--- src/rtl/dtf_pkg.sv ---
package dtf_pkg;

    localparam int DEPTH = 16;
    localparam int DW    = 8;
    localparam int THR_W = $clog2(DEPTH);
    localparam int LVL_W = $clog2(DEPTH + 1);

    typedef logic [LVL_W-1:0] lvl_t;
    typedef logic [DW-1:0]    byte_t;

    typedef enum logic {
        DIR_TO_DISK = 1'b0,
        DIR_TO_HOST = 1'b1
    } dir_e;

    typedef struct packed {
        logic             en;
        logic [THR_W-1:0] thr_m1;
        dir_e             dir;
    } cfg_t;

    localparam cfg_t CFG_RESET = '{en: 1'b0, thr_m1: '0, dir: DIR_TO_HOST};

    // Usable slots: full depth when buffering, one slot otherwise.
    function automatic lvl_t cap_of(logic en);
        return en ? lvl_t'(DEPTH) : lvl_t'(1);
    endfunction

    // Programmed field plus one; forced to one in single-byte mode.
    function automatic lvl_t thr_of(cfg_t c);
        return c.en ? (lvl_t'(c.thr_m1) + lvl_t'(1)) : lvl_t'(1);
    endfunction

    // Condition that raises the request, evaluated on the next level.
    function automatic logic req_trigger(dir_e d, lvl_t lvl, lvl_t cap, lvl_t thr);
        if (d == DIR_TO_HOST)
            return (lvl != '0) && ((cap - lvl) <= thr);
        else
            return (lvl < cap) && (lvl <= thr);
    endfunction

    // Condition that ends a service burst.
    function automatic logic req_done(dir_e d, lvl_t lvl, lvl_t cap);
        return (d == DIR_TO_HOST) ? (lvl == '0) : (lvl == cap);
    endfunction

endpackage

--- src/rtl/dtf_cfg.sv ---
module dtf_cfg
    import dtf_pkg::*;
(
    input  logic clk,
    input  logic rst,
    input  logic load,
    input  cfg_t cfg_in,
    output dir_e dir,
    output lvl_t cap,
    output lvl_t thr
);

    cfg_t cfg_q;

    always_ff @(posedge clk) begin
        if (rst)
            cfg_q <= CFG_RESET;
        else if (load)
            cfg_q <= cfg_in;
    end

    assign dir = cfg_q.dir;
    assign cap = cap_of(cfg_q.en);
    assign thr = thr_of(cfg_q);

endmodule

--- src/rtl/dtf_store.sv ---
module dtf_store #(
    parameter int DEPTH = 16,
    parameter int DW    = 8,
    localparam int PW   = $clog2(DEPTH),
    localparam int LW   = $clog2(DEPTH + 1)
) (
    input  logic          clk,
    input  logic          rst,
    input  logic          flush,
    input  logic [LW-1:0] cap,
    input  logic          push,
    input  logic          pop,
    input  logic [DW-1:0] wdata,
    output logic [DW-1:0] rdata,
    output logic [LW-1:0] level,
    output logic [LW-1:0] level_nxt,
    output logic          err
);

    logic [DW-1:0] mem [DEPTH];
    logic [PW-1:0] wp, rp;
    logic          push_ok, pop_ok;

    function automatic logic [PW-1:0] ptr_inc(logic [PW-1:0] p);
        return (p == PW'(DEPTH - 1)) ? '0 : p + 1'b1;
    endfunction

    // Legality is judged on the level held before the edge.
    assign push_ok = push && (level < cap);
    assign pop_ok  = pop  && (level != '0);

    always_comb begin
        if (flush)
            level_nxt = '0;
        else begin
            unique case ({push_ok, pop_ok})
                2'b10:   level_nxt = level + 1'b1;
                2'b01:   level_nxt = level - 1'b1;
                default: level_nxt = level;
            endcase
        end
    end

    always_ff @(posedge clk) begin
        if (rst) begin
            wp    <= '0;
            rp    <= '0;
            level <= '0;
            err   <= 1'b0;
        end else begin
            level <= level_nxt;
            if (flush) begin
                wp <= '0;
                rp <= '0;
            end else begin
                if (push_ok) wp <= ptr_inc(wp);
                if (pop_ok)  rp <= ptr_inc(rp);
                if ((push && !push_ok) || (pop && !pop_ok))
                    err <= 1'b1;
            end
        end
    end

    always_ff @(posedge clk) begin
        if (!rst && !flush && push_ok)
            mem[wp] <= wdata;
    end

    assign rdata = mem[rp];

    // occupancy never exceeds the usable capacity
    a_r2_level_bound: assert property (@(posedge clk) disable iff (rst)
        level <= cap);

    // refused push leaves the level and raises the flag
    a_r8_full_push_held: assert property (@(posedge clk) disable iff (rst)
        (!flush && push && !pop && level == cap) |=> ($stable(level) && err));

    // refused pop leaves the level and raises the flag
    a_r8_empty_pop_held: assert property (@(posedge clk) disable iff (rst)
        (!flush && pop && !push && level == '0) |=> (level == '0 && err));

    // flag is sticky
    a_r8_err_sticky: assert property (@(posedge clk) disable iff (rst)
        err |=> err);

    // legal simultaneous push and pop keep the level
    a_r11_both_legal: assert property (@(posedge clk) disable iff (rst)
        (!flush && push && pop && level != '0 && level < cap) |=> $stable(level));

endmodule

--- src/rtl/dtf_req.sv ---
module dtf_req
    import dtf_pkg::*;
(
    input  logic clk,
    input  logic rst,
    input  logic flush,
    input  dir_e dir,
    input  lvl_t cap,
    input  lvl_t thr,
    input  lvl_t level_nxt,
    output logic req
);

    logic done_n, trig_n;

    // Evaluated on the level the store is about to take, so the request
    // and the level move on the same edge.
    assign done_n = req_done(dir, level_nxt, cap);
    assign trig_n = req_trigger(dir, level_nxt, cap, thr);

    always_ff @(posedge clk) begin
        if (rst || flush)
            req <= 1'b0;
        else
            req <= !done_n && (req || trig_n);
    end

endmodule

--- src/rtl/dma_thr_fifo.sv ---
module dma_thr_fifo
    import dtf_pkg::*;
(
    input  logic             clk,
    input  logic             rst,
    input  logic             cfg_load,
    input  logic             cfg_fifo_en,
    input  logic [THR_W-1:0] cfg_thr_m1,
    input  logic             cfg_to_host,
    input  logic             dsk_push,
    input  logic [DW-1:0]    dsk_wdata,
    input  logic             dsk_pop,
    output logic [DW-1:0]    dsk_rdata,
    output logic [LVL_W-1:0] dsk_level,
    output logic             dma_req,
    input  logic             dma_ack,
    input  logic [DW-1:0]    host_wdata,
    output logic [DW-1:0]    host_rdata,
    output logic             xfer_err
);

    cfg_t  cfg_in;
    dir_e  dir;
    lvl_t  cap, thr, level_nxt;
    logic  is_host;
    logic  st_push, st_pop;
    byte_t st_wdata, st_rdata;

    assign cfg_in = '{en:     cfg_fifo_en,
                      thr_m1: cfg_thr_m1,
                      dir:    cfg_to_host ? DIR_TO_HOST : DIR_TO_DISK};

    dtf_cfg u_cfg (
        .clk    (clk),
        .rst    (rst),
        .load   (cfg_load),
        .cfg_in (cfg_in),
        .dir    (dir),
        .cap    (cap),
        .thr    (thr)
    );

    // Route the producer and consumer sides by the configured direction.
    assign is_host  = (dir == DIR_TO_HOST);
    assign st_push  = is_host ? dsk_push  : dma_ack;
    assign st_wdata = is_host ? dsk_wdata : host_wdata;
    assign st_pop   = is_host ? dma_ack   : dsk_pop;

    dtf_store #(.DEPTH(DEPTH), .DW(DW)) u_store (
        .clk       (clk),
        .rst       (rst),
        .flush     (cfg_load),
        .cap       (cap),
        .push      (st_push),
        .pop       (st_pop),
        .wdata     (st_wdata),
        .rdata     (st_rdata),
        .level     (dsk_level),
        .level_nxt (level_nxt),
        .err       (xfer_err)
    );

    dtf_req u_req (
        .clk       (clk),
        .rst       (rst),
        .flush     (cfg_load),
        .dir       (dir),
        .cap       (cap),
        .thr       (thr),
        .level_nxt (level_nxt),
        .req       (dma_req)
    );

    assign host_rdata = st_rdata;
    assign dsk_rdata  = st_rdata;

    // configuration load leaves an empty buffer and no request
    a_r9_flush_clears: assert property (@(posedge clk) disable iff (rst)
        cfg_load |=> (dsk_level == '0 && !dma_req));

    // a to-host request only drops when the buffer is empty
    a_r4_read_hold: assert property (@(posedge clk) disable iff (rst)
        (dma_req && is_host && !cfg_load) |=> (dma_req || dsk_level == '0));

    // no to-host request with nothing to read
    a_r4_no_req_empty: assert property (@(posedge clk) disable iff (rst)
        (is_host && dsk_level == '0) |-> !dma_req);

    // a to-disk request only drops when the buffer is full
    a_r6_write_hold: assert property (@(posedge clk) disable iff (rst)
        (dma_req && !is_host && !cfg_load) |=> (dma_req || dsk_level == cap));

    // no to-disk request with the buffer full
    a_r6_no_req_full: assert property (@(posedge clk) disable iff (rst)
        (!is_host && dsk_level == cap) |-> !dma_req);

    // single-slot to-host mode requests exactly when the byte is held
    a_r7_single_read: assert property (@(posedge clk) disable iff (rst)
        (cap == lvl_t'(1) && is_host) |-> (dma_req == (dsk_level == lvl_t'(1))));

endmodule

--- config.mk ---
export PLATFORM = sky130hd
export DESIGN_NAME = dma_thr_fifo
export DESIGN_NICKNAME = d
export VERILOG_FILES = /design/src/rtl/dtf_pkg.sv /design/src/rtl/dtf_cfg.sv /design/src/rtl/dtf_store.sv /design/src/rtl/dtf_req.sv /design/src/rtl/dma_thr_fifo.sv
export SDC_FILE = /design/constraint.sdc
export NUM_CORES = 1
export LEC_CHECK = 0
export BUFFER_PORTS_ARGS = -buffer_cell sky130_fd_sc_hd__buf_4
export CAP_MARGIN = 20
export CORE_UTILIZATION = 45
export DETAILED_ROUTE_END_ITERATION = 6
export GPL_TIMING_DRIVEN = 0
export PLACE_DENSITY = 0.62
export RECOVER_POWER = 50
export SKIP_LAST_GASP = 1
export SYNTH_ARGS = -nofsm -noshare
export SYNTH_HDL_FRONTEND = slang
export SYNTH_HIERARCHICAL = 1
export SYNTH_SLANG_ARGS = --single-unit
--- constraint.sdc ---
create_clock -name clk -period 8.9 [get_ports clk]
set_clock_uncertainty 0.2 [all_clocks]
set_input_delay 1.78 -clock clk [delete_from_list [all_inputs] [get_ports clk]]
set_output_delay 1.78 -clock clk [all_outputs]
set_load 0.02 [all_outputs]
# After elaboration in Yosys (flattened, before gate mapping)
# Memories as Yosys holds them, arrays and structs flattened. A register that Yosys moved wholly into a read port is not among the register bits.
# Index checks and enable logic that the tools add are counted.
# totals
n_memories,1
ff_bits,21
in_bits,28
ramBits,128
word_cells,63
output_inout_bits,23
# op_classes
n_mux,16
add_sub_neg,6
magnitude_cmp,4
n_bitwise,1
n_reduce_logical,22
n_eq_ne,5
# memory_table
name,depth,width,read_ports,rd_clocked_by_memory_dff,wr,line_no,source
u_store.mem,16,8,1,1,1,dtf_store.sv:20,logic [DW-1:0] mem [DEPTH];
# op_table
cell,count
$mux 4,4
$mux 5,3
$le 5x5->1,2
$lt 5x5->1,2
$pmux 5 s2,1
$reduce_bool 5->1,2
$logic_and 1x1->1,9
$add 4x1->4 const B,2
$eq 4x4->1 const B,2
$mux 8,1
$mux 1,7
$add 4x1->5 const B,1
$add 5x1->5 const B,1
$eq 5x5->1,1
$logic_not 1->1,5
$logic_not 5->1,1
$sub 5x1->5 const B,1
$sub 5x5->5,1
$logic_or 1x1->1,3
$eq 2x1->1 const B,1
$eq 2x2->1 const B,1
$reduce_and 2->1,1
$reduce_or 2->1,1
$not 1->1,1

# Longest topological paths before layout
# depth
word_depth,12
depth_mapped,24
mapped_depth_nobuf,23

# Hierarchy
# Netlist, hierarchy kept.
# by_module_without_submodules
mod,seq_area_each_um2,area_per_inst_um2,cells_per_inst,n_inst
dtf_store,4204.0,6069.6,323,1
dtf_req,20.0,509.2,64,1
dtf_cfg,120.1,320.3,36,1
dma_thr_fifo,0.0,221.5,19,1

# Least setup slack after synthesis
# OpenSTA, ideal clock, no wires.
# synth_path
path_type,input port to flip-flop
startpoint,in dma_ack
endpoint,reg u_req.req
arrival_time_ns,5.366
cell_stages,19
setup_slack_ns,3.268
n_path_buf,0
required_ns,8.634
setup_ns,0.066
cell_sequence,mux2_4 o211ai_1 ha_1 inv_1 fa_1 nor2b_1 o21ai_1 and3_1 or4_1 a21oi_1 inv_1 ha_1 xnor2_1 ha_1 nand4_1 nor2_1 a211oi_2 o21ai_1 a21oi_2
# synth_between
elab_chain_len,11
elab_cells_between_ends,22
cone_classes,1 x add/sub; 3 x order compare; 3 x eq/ne; 6 x mux; 9 x reduce/logical
# synth_rtl
item,line_no,source
start: declaration,dma_thr_fifo.sv:16,"input logic dma_ack,"
$mux 1 (on tied branches),"dma_thr_fifo.sv:47, dma_thr_fifo.sv:45",
$logic_and 1x1->1 (on tied branches),"dtf_store.sv:30, dtf_store.sv:29",
$eq 2x1->1 / $eq 2x2->1 (equally long branches),dtf_store.sv:36,"unique case ({push_ok, pop_ok})"
$pmux 5 s2 *,dtf_store.sv:36,
$mux 5 *,dtf_store.sv:33,if (flush)
via level_nxt[4],dma_thr_fifo.sv:24,"lvl_t cap, thr, level_nxt;"
$sub 5x5->5,dtf_pkg.sv:37,return (lvl != '0) && ((cap - lvl) <= thr);
$le 5x5->1,dtf_pkg.sv:37,
$logic_and 1x1->1,dtf_pkg.sv:37,
$mux 1,dtf_pkg.sv:36,if (d == DIR_TO_HOST)
$logic_or 1x1->1,dtf_req.sv:25,req <= !done_n && (req || trig_n);
$logic_and 1x1->1 *,dtf_req.sv:25,
end signal: assignment,dtf_req.sv:25,
end: declaration,dtf_req.sv:11,output logic req
# The timed path passes the listed nets; every way through them passes the cells marked *.
# A chain may end at the register's enable or synchronous reset.

# Final worst setup path
# layout_path
startpoint,in dsk_push
endpoint,reg u_req.req
# layout_between
elab_chain_len,11
elab_cells_between_ends,20
cone_classes,1 x add/sub; 3 x order compare; 3 x eq/ne; 5 x mux; 8 x reduce/logical
# layout_rtl
item,line_no,source
start: declaration,dma_thr_fifo.sv:10,"input logic dsk_push,"
$mux 1 *,dma_thr_fifo.sv:45,assign st_push = is_host ? dsk_push : dma_ack;
via st_push,dma_thr_fifo.sv:26,"logic st_push, st_pop;"
$logic_and 1x1->1 *,dtf_store.sv:29,assign push_ok = push && (level < cap);
$eq 2x1->1 / $eq 2x2->1 (equally long branches),dtf_store.sv:36,
$pmux 5 s2 *,dtf_store.sv:36,
$mux 5 *,dtf_store.sv:33,
via level_nxt[4],dma_thr_fifo.sv:24,
$sub 5x5->5,dtf_pkg.sv:37,
$le 5x5->1,dtf_pkg.sv:37,
$logic_and 1x1->1,dtf_pkg.sv:37,
$mux 1,dtf_pkg.sv:36,
$logic_or 1x1->1,dtf_req.sv:25,
$logic_and 1x1->1 *,dtf_req.sv:25,
# Marks and branches as above.

==> results.txt <==
----------------------------------------------------
[Placement]
  Placer congestion estimate ... 0.777
  Number of port buffers ... 50
  Sum of net half-perimeters after detailed placement ... 10200 um

[Floorplanning]
  Site Rows ... 45
  Area of the core region ... 15300 um^2
  Die Footprint ... 16300 um^2
  Height of the die ... 128 um
  I/O pins ... 51
  Starting utilization of the core area ... 46.5%
  Die X ... 128 um

[Clocking]
  Number of buffers inserted for hold repair after clock tree synthesis ... 0
  TritonCTS clock tree ... built
  Worst-path clk slew ... 60 ps
  Number of instances resized during post-cts repair ... 0
  Clock network latency to the later pin of the worst-skew pair ... 420 ps
  Number of H-tree levels ... 4
  Post-CTS Repair Setup Buffers ... 0
  Clock Tree Root ... sky130_fd_sc_hd__clkbuf_16
  Clk sinks ... 153
  Clock tree buffer depth ... 2
  Cts bufs inserted ... 17

[Worst setup path]
  Endpoint of the lowest-slack register-to-register path ... u_req/req$_SDFF_PP0_
  Worst-path cell chain ... clkbuf_4, mux2_1, o211ai_1, ha_1, inv_1, fa_1, nor2b_1, o21ai_1, and3_1, or4_1, a21oi_1, inv_1, ha_1, xnor2_1, ha_1, nand4_1, nor2_1, a211oi_2, o21ai_1, a21oi_2
  Largest stage delay, worst path ... 390 ps
  Cell count along the critical path ... 20
  Worst setup slack for register-to-register paths ... 3650 ps
  Origin of the worst setup path ... dsk_push
  Reg2Reg Launch Point ... u_cfg/cfg_q[5]$_SDFFE_PP0P_
  Category of the worst setup path capture point ... register
  Crit path buffers/inverters ... 3
  Most used cell along the critical path ... sky130_fd_sc_hd__ha_1
  Category of the most critical setup path ... input port to register
  Capture point of the critical path ... u_req/req$_SDFF_PP0_
  Worst Path Arrival ... 6070 ps
  Slowest library cell on the worst path ... sky130_fd_sc_hd__mux2_1
  Worst path top cell family by delay ... adder cells
  R2r worst-path depth ... 22
  CP max FO ... 6
  Worst EP required ... 9060 ps
  Type of origin of the critical path ... input port

[STA]
  Period utilization ... 66.4%
  Time the final worst path needs with I/O delays and setup ... 5910 ps
  RSZ-0062 raised after global routing ... false
  Worst relative slew slack ... 30.1%
  Count of final hold-check violations ... 0
  Hold slack ... 326 ps
  Max-slew violations ... 0
  Setup violation total in the final timing report ... 0
  Upper clock frequency limit ... 169 MHz
  Worst Max-Slew Pin Slew ... 1040 ps
  Final setup TNS ... 0 ps

[Logic synthesis]
  Netlist area before placement ... 7120 um^2
  Post-synth ARST share ... 0%
  Yosys warning count ... 6
  Area leader, netlist ... sky130_fd_sc_hd__edfxtp_1
  Sequential element share of the synthesized area ... 61.0%
  Mean cell area of the mapped netlist ... 16.1 um^2
  Main flop type after synthesis ... sky130_fd_sc_hd__edfxtp_1
  Number of distinct library cells after synthesis ... 54
  Share of Yosys cell area claimed by the top area cell type ... 54.0%
  Synth top area cells ... sky130_fd_sc_hd__edfxtp_1, sky130_fd_sc_hd__mux4_1, sky130_fd_sc_hd__dfxtp_1
  Number of register bits inferred by synthesis ... 153
  Cells after synthesis ... 442
  Number of enable-type register cells in the synthesized netlist ... 128

[Flow run]
  Total of max-cap violations ... 0

[Drt]
  Wire length on met3 ... 711 um
  Total iterations of the first detailed-routing run ... 4
  Violation count after the first detailed-route iteration ... 254
  Sum of met2 wire segment lengths after detailed routing ... 7180 um
  Via-per-instance ratio ... 5.42
  Wire length reported by the detailed router ... 14300 um
  Vias after detailed routing ... 4019
  Met1 Routed Length ... 6160 um
  Routed len/inst ... 19.2 um
  DRC violations left ... 0
  Number of nets with antenna violations after routing ... 0
  Uppermost layer routed ... met4

[Final layout]
  Filler cell count ... 1266
  Net count of the finished layout ... 577
  Sequential cell area ... 4340 um^2
  # diodes ... 0
  Leading cell types in the layout, fill and taps excluded ... sky130_fd_sc_hd__edfxtp_1, sky130_fd_sc_hd__buf_4, sky130_fd_sc_hd__nor2_1
  Area occupied by multi-input gates ... 2460 um^2
  Commonest non-fill, non-tap cell in the layout ... sky130_fd_sc_hd__edfxtp_1
  Area delta synth->final ... 17.6%
  Fraction of layout instances using a drive strength above 1 ... 23.4%

[Hold path]
  Worst hold-check path type ... register to register
  Source of the worst hold timing path ... u_store/rp[3]$_SDFFE_PP0N_

[Global route]
  Overflow left after global routing ... 0
  Maximum number of pins on one net before global-route repair ... 17
  Number of antenna violations at the first check in global routing ... 0
  Vias in the first global route ... 4036
  Wire length of the first global-routing pass ... 22300 um
  Overall track demand over capacity in global routing ... 19.0%

[Power and ir drop]
  VDD IR-drop max ... 0.147 mV
  Static power due to leakage ... 2.93 nW
  Power density over the cells ... 201 nW/um^2

[Status]
  Run status ... completed

----------------------------------------------------
[registers in the layout, indices dropped and copies added, names as in the netlist, named ones only]
register,flops
u_cfg/cfg_q,5
u_cfg/dir,1
u_req/req,1
u_store/err,1
u_store/level,5
u_store/mem,128
u_store/rp,4
u_store/wp,4
[cells by family after synthesis]
group,count (synthesis),share of synthesized area (%)
buf+inv,53,4.30
mux,61,17.6
flops,153,61.0
simple gates,97,7.03
xor+xnor,7,0.861
compound gates,39,3.51
fa+ha+maj,31,5.66
other cells,1,0.0527
[cells in the mapped netlist, types with 4 or more instances]
library cell	count
sky130_fd_sc_hd__a21oi_1	14
sky130_fd_sc_hd__buf_1	5
sky130_fd_sc_hd__buf_4	12
sky130_fd_sc_hd__clkbuf_1	4
sky130_fd_sc_hd__dfxtp_1	25
sky130_fd_sc_hd__edfxtp_1	128
sky130_fd_sc_hd__ha_1	29
sky130_fd_sc_hd__inv_1	25
sky130_fd_sc_hd__mux2_4	10
sky130_fd_sc_hd__mux2i_1	11
sky130_fd_sc_hd__mux4_1	24
sky130_fd_sc_hd__mux4_2	16
sky130_fd_sc_hd__nand2_1	19
sky130_fd_sc_hd__nand3_1	7
sky130_fd_sc_hd__nor2_1	32
sky130_fd_sc_hd__nor2b_1	5
sky130_fd_sc_hd__nor3_1	11
sky130_fd_sc_hd__o21ai_1	5
sky130_fd_sc_hd__xnor2_1	4
[layout make-up]
cell class              count  area share (%)
plain buffers              28            2.45
clock buffers              17            5.08
clock inverters            15            2.35
inverters                  25            1.12
multi-input cells         238            29.4
flip-flops and latches    153            51.9
well taps                 211            3.15
repair buffers             55            4.54
[stage by stage]
step                utilization (%)  setup WS [ps]  cells  area, um^2  total power, mW
CTS                            55.1           3130    742        8440             1.70
global route                   54.7           2730    742        8370             1.74
finish                         54.7           2990    742        8370             1.68
detailed placement             51.0           2690    710        7820            0.955
global placement               50.7           2720    705        7770            0.950
floorplan                         -           3270    444        7130            0.908
[where the power goes]
group | internal (mW) | switching [mW] | leakage, nW
clock network | 0.469 | 0.281 | 0.301
registers | 0.788 | 0.00566 | 1.35
logic | 0.0613 | 0.0773 | 1.27
total | 1.32 | 0.364 | 2.93
[worst reg2reg max path: stages, from the launching register on]
cell and delay [ps]:
sky130_fd_sc_hd__dfxtp_1 430, sky130_fd_sc_hd__buf_4 170, sky130_fd_sc_hd__inv_1 40, sky130_fd_sc_hd__ha_1 280
sky130_fd_sc_hd__nand3_1 110, sky130_fd_sc_hd__o211ai_1 450, sky130_fd_sc_hd__ha_1 340, sky130_fd_sc_hd__inv_1 100
sky130_fd_sc_hd__fa_1 380, sky130_fd_sc_hd__nor2b_1 150, sky130_fd_sc_hd__o21ai_1 100, sky130_fd_sc_hd__and3_1 210
sky130_fd_sc_hd__or4_1 390, sky130_fd_sc_hd__a21oi_1 360, sky130_fd_sc_hd__inv_1 90, sky130_fd_sc_hd__ha_1 330
sky130_fd_sc_hd__xnor2_1 210, sky130_fd_sc_hd__ha_1 280, sky130_fd_sc_hd__nand4_1 120, sky130_fd_sc_hd__nor2_1 60
sky130_fd_sc_hd__a211oi_2 200, sky130_fd_sc_hd__o21ai_1 110, sky130_fd_sc_hd__a21oi_2 100
[routing by layer]
layer,up-vias,GRT usage [%]
li1,1865,-
met2,110,31.8
met1,2023,24.4
met3,21,4.51
met5,-,0
met4,0,6.23
[worst min-delay path by stage]
| stage | cells after the start | endpoint | slack [ps] |
|---|---|---|---|
| after CTS | 2 | u_store/rp[3]$_SDFFE_PP0N_ | 330 |
| after detailed placement | 2 | u_store/err$_SDFFE_PP0P_ | 310 |
| final | 2 | u_store/rp[3]$_SDFFE_PP0N_ | 330 |
| after floorplan | 2 | u_cfg/cfg_q[4]$_SDFFE_PP0P_ | 270 |
| after global placement | 2 | u_store/rp[3]$_SDFFE_PP0N_ | 300 |
| after global routing | 2 | register | 360 |
Note: power is estimated with default switching activity, not from simulation.
